`src/rtl/plm_pkg.sv`:
```
package plm_pkg;

  typedef struct packed {
    logic up;
    logic dn;
  } pfd_pair_t;

  localparam int unsigned SYNC_DEPTH = 2;

endpackage

```
`src/rtl/plm_sync.sv`:
```
module plm_sync #(
  parameter int unsigned STAGES = 2,
  parameter int unsigned W      = 2
) (
  input  logic         clk,
  input  logic         rst,
  input  logic [W-1:0] din,
  output logic [W-1:0] dout
);

  logic [W-1:0] stage_q [STAGES];

  always_ff @(posedge clk) begin
    if (rst) stage_q[0] <= '0;
    else     stage_q[0] <= din;
  end

  for (genvar g = 1; g < STAGES; g++) begin : g_stage
    always_ff @(posedge clk) begin
      if (rst) stage_q[g] <= '0;
      else     stage_q[g] <= stage_q[g-1];
    end
  end

  assign dout = stage_q[STAGES-1];

endmodule

```
`src/rtl/plm_width_meter.sv`:
```
module plm_width_meter #(
  parameter int unsigned CNT_W = 8
) (
  input  logic             clk,
  input  logic             rst,
  input  logic             active,
  input  logic [CNT_W-1:0] limit,
  output logic             raw_ok
);

  localparam logic [CNT_W-1:0] CNT_MAX = {CNT_W{1'b1}};

  logic [CNT_W-1:0] width_q;
  logic [CNT_W:0]   width_inc;
  logic             over_limit;

  assign width_inc  = {1'b0, width_q} + 1'b1;
  assign over_limit = (limit == '0) || (active && (width_inc >= {1'b0, limit}));

  always_ff @(posedge clk) begin
    if (rst) begin
      width_q <= '0;
      raw_ok  <= 1'b0;
    end else begin
      if (!active)                width_q <= '0;
      else if (width_q != CNT_MAX) width_q <= width_inc[CNT_W-1:0];
      raw_ok <= !over_limit;
    end
  end

  // idle cycle clears the width count
  p_idle_clears_r4: assert property (@(posedge clk) disable iff (rst)
    !active |=> (width_q == '0));

  // count holds at its ceiling while the pulse lasts
  p_saturate_r8: assert property (@(posedge clk) disable iff (rst)
    (active && width_q == CNT_MAX) |=> (width_q == CNT_MAX));

endmodule

```
`src/rtl/plm_hold_timer.sv`:
```
module plm_hold_timer #(
  parameter int unsigned HOLD_W = 16
) (
  input  logic              clk,
  input  logic              rst,
  input  logic              violation,
  input  logic [HOLD_W-1:0] hold_load,
  output logic              steady
);

  logic [HOLD_W-1:0] hold_q;
  logic [HOLD_W-1:0] hold_d;

  always_comb begin
    if (violation)           hold_d = hold_load;
    else if (hold_q != '0)   hold_d = hold_q - 1'b1;
    else                     hold_d = '0;
  end

  always_ff @(posedge clk) begin
    if (rst) begin
      hold_q <= hold_load;
      steady <= 1'b0;
    end else begin
      hold_q <= hold_d;
      steady <= !violation && (hold_d == '0);
    end
  end

  // each violation reloads the window
  p_reload_r6: assert property (@(posedge clk) disable iff (rst)
    violation |=> (hold_q == $past(hold_load)));

  // steady level only with an expired window
  p_flag_needs_zero_r6: assert property (@(posedge clk) disable iff (rst)
    steady |-> (hold_q == '0));

  // quiet cycles count the window down by one
  p_count_down_r6: assert property (@(posedge clk) disable iff (rst)
    (!violation && hold_q != '0) |=> (hold_q == $past(hold_q) - 1'b1));

endmodule

```
`src/rtl/phase_lock_monitor.sv`:
```
module phase_lock_monitor #(
  parameter int unsigned CNT_W  = 8,
  parameter int unsigned HOLD_W = 16
) (
  input  logic              clk,
  input  logic              rst,
  input  logic              up_in,
  input  logic              dn_in,
  input  logic [CNT_W-1:0]  limit_cycles,
  input  logic [HOLD_W-1:0] hold_cycles,
  output logic              raw_lock,
  output logic              lock_flag
);

  import plm_pkg::*;

  localparam int unsigned PAIR_W = $bits(pfd_pair_t);

  pfd_pair_t pair_async;
  pfd_pair_t pair_sync;
  logic      pulse_active;

  assign pair_async.up = up_in;
  assign pair_async.dn = dn_in;

  plm_sync #(.STAGES(SYNC_DEPTH), .W(PAIR_W)) u_sync (
    .clk  (clk),
    .rst  (rst),
    .din  (pair_async),
    .dout (pair_sync)
  );

  assign pulse_active = pair_sync.up | pair_sync.dn;

  plm_width_meter #(.CNT_W(CNT_W)) u_meter (
    .clk    (clk),
    .rst    (rst),
    .active (pulse_active),
    .limit  (limit_cycles),
    .raw_ok (raw_lock)
  );

  plm_hold_timer #(.HOLD_W(HOLD_W)) u_hold (
    .clk       (clk),
    .rst       (rst),
    .violation (!raw_lock),
    .hold_load (hold_cycles),
    .steady    (lock_flag)
  );

  // zero limit forces not-locked
  p_zero_limit_r7: assert property (@(posedge clk) disable iff (rst)
    (limit_cycles == '0) |=> !raw_lock);

  // steady flag never high while raw indication is low
  p_flag_implies_raw_r6: assert property (@(posedge clk) disable iff (rst)
    lock_flag |-> $past(raw_lock));

endmodule

```
`config.mk`:
```
export PLATFORM = sky130hd
export DESIGN_NAME = phase_lock_monitor
export DESIGN_NICKNAME = d
export VERILOG_FILES = /design/src/rtl/plm_pkg.sv /design/src/rtl/plm_sync.sv /design/src/rtl/plm_width_meter.sv /design/src/rtl/plm_hold_timer.sv /design/src/rtl/phase_lock_monitor.sv
export SDC_FILE = /design/constraint.sdc
export NUM_CORES = 1
export LEC_CHECK = 0
export BUFFER_PORTS_ARGS = -buffer_cell sky130_fd_sc_hd__buf_4
export CORE_UTILIZATION = 50
export DETAILED_ROUTE_END_ITERATION = 12
export PLACE_DENSITY = 0.75
export REMOVE_ABC_BUFFERS = 1
export SLEW_MARGIN = 20
export SYNTH_ARGS = -nofsm -noshare
export SYNTH_HDL_FRONTEND = slang
export SYNTH_HIERARCHICAL = 1
export SYNTH_SLANG_ARGS = --single-unit
```
`constraint.sdc`:
```
create_clock -name clk -period 2 [get_ports clk]
set_input_delay 0.4 -clock clk [delete_from_list [all_inputs] [get_ports clk]]
set_output_delay 0.4 -clock clk [all_outputs]
set_load 0.05 [all_outputs]
```
### Yosys cells after proc, flatten, opt, wreduce, memory -nomap -nowiden

Memory sizes are Yosys's and may differ from the RTL's.
Cells that the tools add are included.
Widths: inputs -> output; s select.

| storage, ports and cells | value |
|---|---|
| bits of input ports | 28 |
| register bits after elaboration | 26 |
| bits in writable memories | 4 |
| output and inout bits | 2 |
| memories kept | 1 |

| cells by class | value |
|---|---|
| multiplexer cells | 8 |
| bitwise logic cells | 4 |
| reductions and logical operators | 8 |
| eq/ne operators | 1 |
| order comparisons | 1 |
| $add $sub $neg | 2 |

Memories:

| memory | depth | bits a word | rd ports | clocked after Yosys merged registers in | write ports | RTL line | text |
|---|---|---|---|---|---|---|---|
| u_sync.stage_q | 2 | 2 | 2 | 0 | 2 | plm_sync.sv:11 | `logic [W-1:0] stage_q [STAGES];` |

Operator list:

| kind | number |
|---|---|
| $mux 16 | 3 |
| $logic_not 16->1 | 1 |
| $reduce_bool 16->1 | 1 |
| $sub 16x1->16 const B | 1 |
| $add 8x1->9 const B | 1 |
| $ge 9x8->1 | 1 |
| $logic_not 8->1 | 1 |
| $ne 8x8->1 const B | 1 |
| $mux 2 | 2 |
| $mux 1 | 3 |
| $or 1x1->1 | 3 |
| $logic_and 1x1->1 | 2 |
| $reduce_or 2->1 | 1 |
| $logic_not 1->1 | 1 |
| $logic_or 1x1->1 | 1 |
| $not 1->1 | 1 |

### Longest topological paths before layout

Gate-level depths: netlist (run 1).

| depth | value |
|---|---|
| word-level depth | 5 |
| gate-level depth with buffers | 9 |

### Cells and area by module

The synthesis (run 1) kept the hierarchy.

Modules (own cells, without submodules):

| module | cells each | times used | sequential area each (um^2) | area an instance (um^2) |
|---|---|---|---|---|
| plm_hold_timer | 119 | 1 | 340.3 | 1003.5 |
| plm_width_meter | 78 | 1 | 180.2 | 628.1 |
| plm_sync | 8 | 1 | 80.1 | 105.1 |
| phase_lock_monitor | 2 | 1 | 0.0 | 10.0 |

### Worst setup path after synthesis (run 1)

OpenSTA, ideal clock, no wires.

| timing path | value |
|---|---|
| path kind | register to register |
| start | reg u_hold.hold_q[0] |
| end | reg u_hold.hold_q[13] |
| path buffers | 2 |
| required time | 1.880 ns |
| setup time | 0.120 ns |
| data arrival time | 1.920 ns |
| slack | -0.040 ns |
| stages on the path, launching flop included | 9 |
| clock period less this slack | 2.040 ns |
| cell sequence | dfxtp_1 -> inv_1 -> ha_1 -> or3b_1 -> clkbuf_1 -> nor4_4 -> a21o_1 -> buf_2 -> o21ai_1 |

| on the way | value |
|---|---|
| longest elaborated chain between the ends | 4 |
| elaborated cells between the ends (all ways) | 5 |
| those cells by class | add/sub (1); mux (3); reduce/logical (1) |

Ends and longest elaborated chain:

| what | RTL line | text |
|---|---|---|
| start: declaration | plm_hold_timer.sv:11 | `logic [HOLD_W-1:0] hold_q;` |
| start signal: assignment | plm_hold_timer.sv:22 | `hold_q <= hold_load;` |
| start signal: assignment | plm_hold_timer.sv:25 | `hold_q <= hold_d;` |
| $sub 16x1->16 / $reduce_bool 16->1 (equally long branches) | plm_hold_timer.sv:16 | `else if (hold_q != '0) hold_d = hold_q - 1'b1;` |
| $mux 16 * | plm_hold_timer.sv:16 |  |
| $mux 16 * | plm_hold_timer.sv:15 | `if (violation) hold_d = hold_load;` |
| $mux 16 * | plm_hold_timer.sv:21 | `if (rst) begin` |

Mark *: on every way between the ends. The rest lies on a longest branch, timed or not.
A chain may end at the register's enable or synchronous reset.

### Worst setup path in the final report (run 1)

| timing path | value |
|---|---|
| start | reg u_meter.width_q[1] |
| end | reg u_meter.raw_ok |

| on the way | value |
|---|---|
| longest elaborated chain between the ends | 5 |

Ends and longest elaborated chain:

| what | RTL line | text |
|---|---|---|
| start: declaration | plm_width_meter.sv:13 | `logic [CNT_W-1:0] width_q;` |
| start signal: assignment | plm_width_meter.sv:26 | `else if (width_q != CNT_MAX) width_q <= width_inc[CNT_W-1:0];` |
| $add 8x1->9 | plm_width_meter.sv:17 | `assign width_inc = {1'b0, width_q} + 1'b1;` |
| named net u_meter.width_inc[6] | plm_width_meter.sv:14 | `logic [CNT_W:0] width_inc;` |
| $ge 9x8->1 | plm_width_meter.sv:18 | `assign over_limit = (limit == '0) \|\| (active && (width_inc >= {1'b0, limit}));` |
| $logic_and 1x1->1 | plm_width_meter.sv:18 |  |
| $logic_or 1x1->1 | plm_width_meter.sv:18 |  |
| $logic_not 1->1 | plm_width_meter.sv:27 | `raw_ok <= !over_limit;` |
| end signal: assignment | plm_width_meter.sv:27 |  |
| end: declaration | plm_width_meter.sv:8 | `output logic raw_ok` |

The timed path passes the listed nets, and every way through them passes these cells.

==> impl_metrics.ini, run 1 <==
[floorplanning]
ios = 30
die_w_um = 61.1
die_y_um = 61.1
design.die.area_um2 = 3730
start_util_pct = 52.3
placementRows = 21
coreArea_um2 = 3340

[run_status]
status = finished, final reports clean

[clock_network]
clockBufferDepth = 2
htree_levels = 2
clock_latency_ns = 0.34
hold_buffers = 0
clockRootBuffer = clkbuf_4
cts_made_buffers = 5
clkTransAtPathRegs_ns = 0.10
postCtsSetupBuffers = 0
clock-sinks = 30
cts_tree = built

[grt]
grt_max_degree = 16
overflow = 0
grt_pass1_vias = 1399
grt.total_usage_pct = 22.9
antenna_found_initial = 0
grt_pass1_wl_um = 6090

[setup_path]
r2r_setup_slack_ns = 0.08
cp_data_arrival_time_ns = 2.17
r2r-end = u_meter/raw_ok$_SDFF_PP0_
cp-start-kind = register
critPathMaxStageDelay_ns = 0.36
required_ns = 2.25
endpoint_kind = register
worst_r2r_path_depth = 9
crit_type = reg -> reg
crit_slowest_cell = dfxtp_2
cp_max_fo = 4
path_cells = ha_1 > nand2_1 > or2_4 > xnor2_1 > ha_1 > nand2_1 > nor2_2 > a21oi_2 > o211a_1
rr_startpoint = u_meter/width_q[1]$_SDFFE_PP0N_

[place]
dp_hpwl_um = 2910
gp_congestion = 0.814
placed_area_um2 = 2170
io_buffers = 29

[min_path]
hp-start = hold_cycles[3]
hold_depth = 2
min_to = u_hold/hold_q[3]$_DFF_P_
hp-class = in -> reg

[power]
p_sw_uw = 395
p_seq_share_pct = 46.1
p_total_mw = 1.44
pwr-share-comb_pct = 19.8
switching_share_pct = 27.5
p_int_mw = 1.04
irDropWorstVdd_uv = 494
p_clk_share_pct = 34.0
p_leak_nw = 1.06
power_density_nw_per_um2 = 619

[timing]
finalHoldViolCount = 0
max_clock_freq_ghz = 0.521
setup_violations = 0
slew_viol_final = 0
tightest_slew_ns = 0.366
fin_crit_ns = 1.92
fin_crit_sh_pct = 96.1
fin_skew_ns = 0.0116
slew_headroom_pct = 75.0

[detailed_routing]
vias_per_cell = 5.20
ant_nets = 0
drt_iter0_drc = 91
drc_errors = 0
wirelength_um = 3820
detail_route.wl_per_cell_um = 12.4
vias = 1603
first_pass_iters = 4

[cells_and_area]
final_common_cell = buf_4
n_antenna_cell = 0
mostFrequentLayoutCells = buf_4 (54), dfxtp_1 (27), nand2_1 (23), nor2_1 (17), inv_1 (13)
nNetsFinal = 299
nFillCells = 288
finalInstanceArea_um2 = 2320
syn_to_final_growth_pct = 33.0
drive_above_1_share_pct = 33.6

[logic_synthesis]
async_flop_share_pct = 0
ys_ff_latch = 30
synth-edff-count = 0
synth_cell_type_count = 46
yosysWarnings = 6
synthesis.area_um2 = 1750
avgSynthCellArea_um2 = 8.44
ys_seq_area_share_pct = 34.4
syn-instance-count = 207
synth-main-ff-cell = dfxtp_1

[run]
drv_cap = 0
-- power groups by stage --
stage | Clock (mW) | Sequential (mW) | Combinational [mW]
floorplan | 0 | 0.691 | 0.123
global placement | 0 | 0.672 | 0.265
detailed placement | 0 | 0.674 | 0.267
CTS | 0.503 | 0.661 | 0.271
global route | 0.533 | 0.668 | 0.315
finish | 0.489 | 0.663 | 0.285
-- flip-flops by register name, indices dropped and copies added (netlist names) --
register	flops
u_meter/raw_ok	1
u_hold/hold_q	16
u_meter/width_q	8
u_sync/stage_q	4
u_hold/steady	1
-- synth_stat cells, types with 2 or more instances --
cell | count | share of area (%)
nor4_1 | 4 | 1.4
nand3_1 | 3 | 0.86
dfxtp_1 | 30 | 34
inv_1 | 13 | 2.8
o21ai_1 | 12 | 3.4
o21ai_0 | 3 | 0.86
xor2_1 | 8 | 4.0
buf_2 | 2 | 0.57
ha_1 | 10 | 7.2
nand2_1 | 23 | 4.9
o211a_1 | 2 | 1.1
or4_1 | 6 | 2.6
a21o_1 | 5 | 2.1
xnor2_1 | 9 | 4.5
nor3_1 | 7 | 2.0
nor3_2 | 2 | 1.1
mux2i_1 | 3 | 1.7
a2bb2oi_1 | 2 | 1.0
a21oi_1 | 10 | 2.9
a2111oi_0 | 2 | 1.0
nor2b_1 | 5 | 1.8
nor2_1 | 18 | 3.9
or2_1 | 2 | 0.72
clkbuf_1 | 4 | 0.86
-- how the worst max path moves through the flow --
stage / startpoint / to / slack, ns / cells past startpoint
floorplan: u_hold/hold_q[0]$_DFF_P_ / u_hold/hold_q[3]$_DFF_P_ / -0.09 / 7
global placement: u_hold/hold_q[1]$_DFF_P_ / u_hold/steady$_SDFF_PP0_ / 0.04 / 7
detailed placement: u_hold/hold_q[1]$_DFF_P_ / u_hold/steady$_SDFF_PP0_ / -0.02 / 7
CTS: u_hold/hold_q[1]$_DFF_P_ / u_hold/steady$_SDFF_PP0_ / 0.008 / 7
global route: u_hold/hold_q[0]$_DFF_P_ / u_hold/hold_q[15]$_DFF_P_ / -0.02 / 7
finish: u_meter/width_q[1]$_SDFFE_PP0N_ / u_meter/raw_ok$_SDFF_PP0_ / 0.08 / 9
-- layer usage --
| layer | track usage (%) | up-vias | wire (um) |
|---|---|---|---|
| li1 | - | 836 | - |
| met1 | 29.8 | 734 | 1810 |
| met2 | 35.7 | 26 | 1810 |
| met3 | 6.30 | 7 | 133 |
| met4 | 10.1 | 0 | 58 |
| met5 | 0 | - | 0 |
-- final cells by class --
cell class,count,area [um2],share of cell area [%]
Multi-Input combinational cell,157,1120,48.4
Sequential cell,30,604,26.0
Timing Repair Buffer,54,405,17.4
Tap cell,46,57.6,2.48
Inverter,13,48.8,2.10
Clock inverter,3,45.0,1.94
Clock buffer,5,37.5,1.62
-- critical path: cells and delay by family, from the launching register on --
kind,cells,cell delay [ns]
AND/OR/NAND/NOR,4,0.57
adder cells (fa/ha/maj),2,0.47
flip-flops,1,0.36
AO/OA/AOI/OAI,2,0.29
XOR/XNOR,1,0.14
-- metrics by stage --
stage	hold slack (ns)	setup slack, ns	util, %	std cells	TNS (ns)
global placement	0.417	0.0410	65.1	300	0
CTS	0.234	0.00801	67.8	308	0
detailed placement	0.428	-0.0225	65.1	300	-0.0225
finish	0.242	0.0790	69.6	308	0
floorplan	0.414	-0.0920	-	200	-0.276
global route	0.228	-0.0164	69.6	308	-0.0385
-- logic make-up (layout without fill, tap and decap cells) --
| group | Yosys count | after routing | share of synthesized area [%] |
|---|---|---|---|
| AOI/OAI and AO/OA | 43 | 43 | 15.8 |
| xor gates and xnor gates | 17 | 17 | 8.52 |
| adders and majority gates | 10 | 10 | 7.16 |
| buffers and inverters | 20 | 75 | 4.87 |
| DFF | 30 | 30 | 34.4 |
| muxes | 3 | 3 | 1.72 |
| and+or+nand+nor | 84 | 84 | 27.6 |
-- what timing repair did --
| action | CTS | global route |
|---|---|---|
| cloned | 0 | 0 |
| endpoints found under the setup margin | 1 | 14 |
| pin swaps | 0 | 5 |
| resized for setup | 2 | 17 |
Power figures use the tool's default switching activity.
==> inputs of run 2 (changes only) <==
- CORE_ASPECT_RATIO: unset -> 0.7
- MAX_ROUTING_LAYER: unset -> met4
==> impl_metrics.ini, run 2 (synthesis gave the netlist of run 1 again) <==
[run_status]
status = finished, final reports clean

[timing]
tightest_slew_ns = 0.383
slew_viol_final = 0
fin_skew_ns = 0.00833
fin_crit_sh_pct = 95.4
setup_violations = 0
fin_crit_ns = 1.91
setup_tns_ns = 0
finalHoldViolCount = 0
rsz0062_at_grt = no
slew_headroom_pct = 74.2
max_clock_freq_ghz = 0.524

[setup_path]
endpoint_kind = register
critPathTopFamily = simple AND/OR/NAND/NOR gates
cp_data_arrival_time_ns = 2.10
critPathMaxStageDelay_ns = 0.56
cp_max_fo = 5
crit_type = reg -> reg
cp.buffers_inverters = 1
crit_slowest_cell = or4_4
cp-start-kind = register
required_ns = 2.19
path_cells = or4_4 > buf_4 > or3_1 > nand3_1 > nor4b_2 > o211a_1

[clock_network]
clock_latency_ns = 0.29
clockBufferDepth = 2
cts_tree = built
clock-sinks = 30
clockRootBuffer = clkbuf_8
cts_made_buffers = 5
clkTransAtPathRegs_ns = 0.07
hold_buffers = 0
htree_levels = 2

[cells_and_area]
multiInputGateArea_um2 = 1110
n_antenna_cell = 0
post-route-util_pct = 72.1
seq_area_um2 = 602
final_common_cell = buf_4
drive_above_1_share_pct = 31.9
nNetsFinal = 300
finalInstanceArea_um2 = 2330
top_register = u_hold/hold_q
nFillCells = 272
mostFrequentLayoutCells = buf_4 (55), dfxtp_1 (29), nand2_1 (23), nor2_1 (18), inv_1 (13)
top_regs = u_hold/hold_q x16, u_meter/width_q x8, u_sync/stage_q x4
largest_reg_flops = 16
syn_to_final_growth_pct = 33.5

[floorplanning]
ios = 30
die_y_um = 51.5
start_util_pct = 54.0
die_w_um = 72.6
design.die.area_um2 = 3740
placementRows = 17
coreArea_um2 = 3230

[detailed_routing]
detail_route.wl_per_cell_um = 13.5
ant_nets = 0
vias = 1624
vias_per_cell = 5.24
first_pass_iters = 4
wirelength_um = 4180
drc_errors = 0
drt_iter0_drc = 85

[place]
placed_area_um2 = 2180
gp_congestion = 0.845
io_buffers = 29
dp_hpwl_um = 3130

[grt]
overflow = 0
grt_pass1_vias = 1526
antenna_found_initial = 0
grt.total_usage_pct = 25.6
grt_pass1_wl_um = 6960
grt_max_degree = 17

[run]
drv_cap = 0

[power]
p_leak_nw = 1.05
irDropWorstVdd_uv = 440
power_density_nw_per_um2 = 631
p_total_mw = 1.47

[min_path]
hp-class = in -> reg
run 2: report_power, final:
part | leakage [nW] | internal, mW | switching [mW]
Clock | 0.0472 | 0.276 | 0.239
Sequential | 0.250 | 0.635 | 0.0309
Combinational | 0.755 | 0.148 | 0.141
run 2: metrics by stage:
stage                     hold slack [ns]  setup slack, ns  std cells
after floorplan                     0.414          -0.0920        200
after global placement              0.417          0.00621        302
after detailed placement            0.429          -0.0602        302
after CTS                           0.295           0.0530        310
after global routing                0.299           0.0226        310
final                               0.300           0.0912        310
run 2: worst paths after layout:
check,cells past startpoint,slack [ns],endpoint,start
setup / recovery,6,0.09,u_hold/steady$_SDFF_PP0_,u_hold/hold_q[2]$_DFF_P_
hold / removal,2,0.30,u_hold/hold_q[7]$_DFF_P_,hold_cycles[7]
setup reg to reg,6,0.09,u_hold/steady$_SDFF_PP0_,u_hold/hold_q[2]$_DFF_P_
hold reg to reg,1,0.44,u_sync/stage_q[1][0]$_SDFF_PP0_,u_sync/stage_q[0][0]$_SDFF_PP0_
run 2: final cells by class:
| cell class | instances | area share [%] |
|---|---|---|
| Clock buffer | 6 | 3.54 |
| Clock inverter | 2 | 0.537 |
| Inverter | 13 | 2.09 |
| Multi-Input combinational cell | 157 | 47.8 |
| Sequential cell | 30 | 25.8 |
| Tap cell | 47 | 2.52 |
| Timing Repair Buffer | 55 | 17.7 |
run 2: what timing repair did:
item / in CTS / in global routing
setup buffers: 0 / 0
resized for setup: 4 / 11
setup endpoints to repair: 2 / 11
run 2: routing by layer:
metal	track usage, %	share of wire, %	vias up
met5	-	0	-
met4	7.84	1.3	0
met3	5.92	5.9	7
met2	34.9	41	47
met1	36.9	52	733
li1	-	-	837
==> inputs of run 3 (changes only) <==
- ABC_AREA: unset -> 1
==> impl_metrics.ini, run 3 <==
[place]
io_buffers = 29
pre_cts_slack_ns = 0.115
placed_area_um2 = 2100
placed_cells = 337
gp_congestion = 0.847
dp_hpwl_um = 2920

[floorplanning]
design.die.area_um2 = 3900
die_w_um = 74.2
placementRows = 17
coreArea_um2 = 3320
ios = 30
start_util_pct = 54.9
die_y_um = 52.5

[clock_network]
postCtsSetupBuffers = 0
cts_made_buffers = 5
htree_levels = 2
clock_latency_ns = 0.28
clockBufferDepth = 2
clockRootBuffer = clkbuf_8
clock-sinks = 30
clkTransAtPathRegs_ns = 0.07
cts_tree = built

[timing]
rsz0062_at_grt = no
fin_skew_ns = 0.00432
finalHoldViolCount = 0
fin_crit_sh_pct = 92.9
fin_crit_ns = 1.86
setup_violations = 0
slew_headroom_pct = 76.5
fin_ws_ns = 0.142
tightest_slew_ns = 0.352
setup_tns_ns = 0
slew_viol_final = 0
max_clock_freq_ghz = 0.538

[cells_and_area]
fin_cells = 345
nFillCells = 312
top_regs = u_hold/hold_q x16, u_meter/width_q x8, u_sync/stage_q x4
final_common_cell = nand2_1
syn_to_final_growth_pct = 21.1
mostFrequentLayoutCells = nand2_1 (65), inv_1 (38), nor2_1 (34), buf_4 (30), dfxtp_1 (29)
top_register = u_hold/hold_q
largest_reg_flops = 16
drive_above_1_share_pct = 20.8
n_antenna_cell = 0
nNetsFinal = 335
finalInstanceArea_um2 = 2210

[logic_synthesis]
yosys-top-cells-area = dfxtp_1 (33%), nand2_1 (13%), inv_1 (7.8%)
yosysWarnings = 6
synth-edff-count = 0
synth_top_area_share_pct = 32.9
yosysTopAreaCell = dfxtp_1
ys_seq_area_share_pct = 32.9
syn-instance-count = 263
synth_cell_type_count = 31
async_flop_share_pct = 0
synth-main-ff-cell = dfxtp_1
synthesis.area_um2 = 1820
synth_commonest_cells = nand2_1 (65), inv_1 (38), nor2_1 (34)
synth_most_common_cell = nand2_1
avgSynthCellArea_um2 = 6.93
ys_ff_latch = 30

[grt]
grt_max_degree = 23
grt_pass1_wl_um = 6500
overflow = 0
grt.total_usage_pct = 23.3
grt_pass1_vias = 1500
antenna_found_initial = 0

[detailed_routing]
vias_per_cell = 4.72
first_pass_iters = 4
detail_route.wl_per_cell_um = 10.8
vias = 1628
wirelength_um = 3740
ant_nets = 0
drc_errors = 0
drt_iter0_drc = 85

[setup_path]
cp-start-kind = register
cpMostUsedCell = nand2_1
critPathTopFamily = simple AND/OR/NAND/NOR gates
cp.buffers_inverters = 0
required_ns = 2.17
crit_slowest_cell = dfxtp_1
endpoint_kind = register
critPathMaxStageDelay_ns = 0.37
path_cells = ha_1 > nand3_2 > xnor2_2 > ha_1 > nand2_1 > nor2_1 > nand2_1 > nand3_1 > nand2_1 > nand2_1 > nand2_1 > nand2_1 > a21oi_1
crit_type = reg -> reg
cp_data_arrival_time_ns = 2.03
cp_max_fo = 3

[power]
p_leak_nw = 1.16
power_density_nw_per_um2 = 640
irDropWorstVdd_uv = 529

[run]
drv_cap = 0

[run_status]
status = finished, final reports clean

[min_path]
hp-class = in -> reg
run 3: worst min-delay path: stages:
cell,delay (ns)
buf_4,0.07
nand2_1,0.04
o31ai_1,0.05
run 3: logic make-up (layout without fill, tap and decap cells):
group	Yosys count	count (layout)	share of synthesized area, %
and+or+nand+nor	135	135	35.1
buffers and inverters	44	79	9.20
AOI/OAI and AO/OA	33	33	10.2
DFF	30	30	32.9
xor gates and xnor gates	11	11	5.70
adders and majority gates	10	10	6.86
run 3: metal layers:
metal | vias to the layer above | wire length (um) | global-route usage, %
met5 | - | 0 | -
met4 | 0 | 7 | 7.37
met3 | 2 | 159 | 5.96
met2 | 29 | 1420 | 30.8
met1 | 696 | 2150 | 34.0
li1 | 901 | - | -
run 3: report_power, final:
part	internal (mW)	switching (mW)	leakage, nW
sequential	0.635	0.0343	0.249
clock	0.276	0.227	0.0472
combinational	0.107	0.133	0.859
total	1.02	0.395	1.16
run 3: path summary, 6_finish.rpt:
path	startpoint	end	slack [ns]	cells past startpoint
setup reg to reg	u_meter/width_q[1]$_SDFFE_PP0N_	u_meter/raw_ok$_SDFF_PP0_	0.14	13
setup / recovery	u_meter/width_q[1]$_SDFFE_PP0N_	u_meter/raw_ok$_SDFF_PP0_	0.14	13
hold / removal	hold_cycles[3]	u_hold/hold_q[3]$_DFF_P_	0.31	3
hold reg to reg	u_sync/stage_q[0][0]$_SDFF_PP0_	u_sync/stage_q[1][0]$_SDFF_PP0_	0.41	2
run 3: cell type report:
type / count / area (um2) / share of cell area, %
Inverter: 41 / 156 / 7.09
Tap cell: 47 / 58.8 / 2.66
Multi-Input combinational cell: 189 / 1070 / 48.5
Timing Repair Buffer: 30 / 225 / 10.2
Sequential cell: 30 / 602 / 27.3
Clock buffer: 6 / 82.6 / 3.74
Clock inverter: 2 / 12.5 / 0.567
run 3: repair_timing:
item,4_1_cts,5_1_grt
gates resized for setup,0,3
endpoints found under the setup margin,0,1
hold buffers,0,0
run 3: per-stage QoR:
| stage | power [mW] | util (%) | hold WS [ns] |
|---|---|---|---|
| 6_report | 1.41 | 66.5 | 0.313 |
| 4_1_cts | 1.43 | 66.0 | 0.309 |
| 5_1_grt | 1.50 | 66.5 | 0.315 |
| 3_5_place_dp | 0.919 | 63.2 | 0.395 |
| 3_3_place_gp | 0.915 | 63.2 | 0.392 |
| 2_1_floorplan | 0.830 | - | 0.388 |
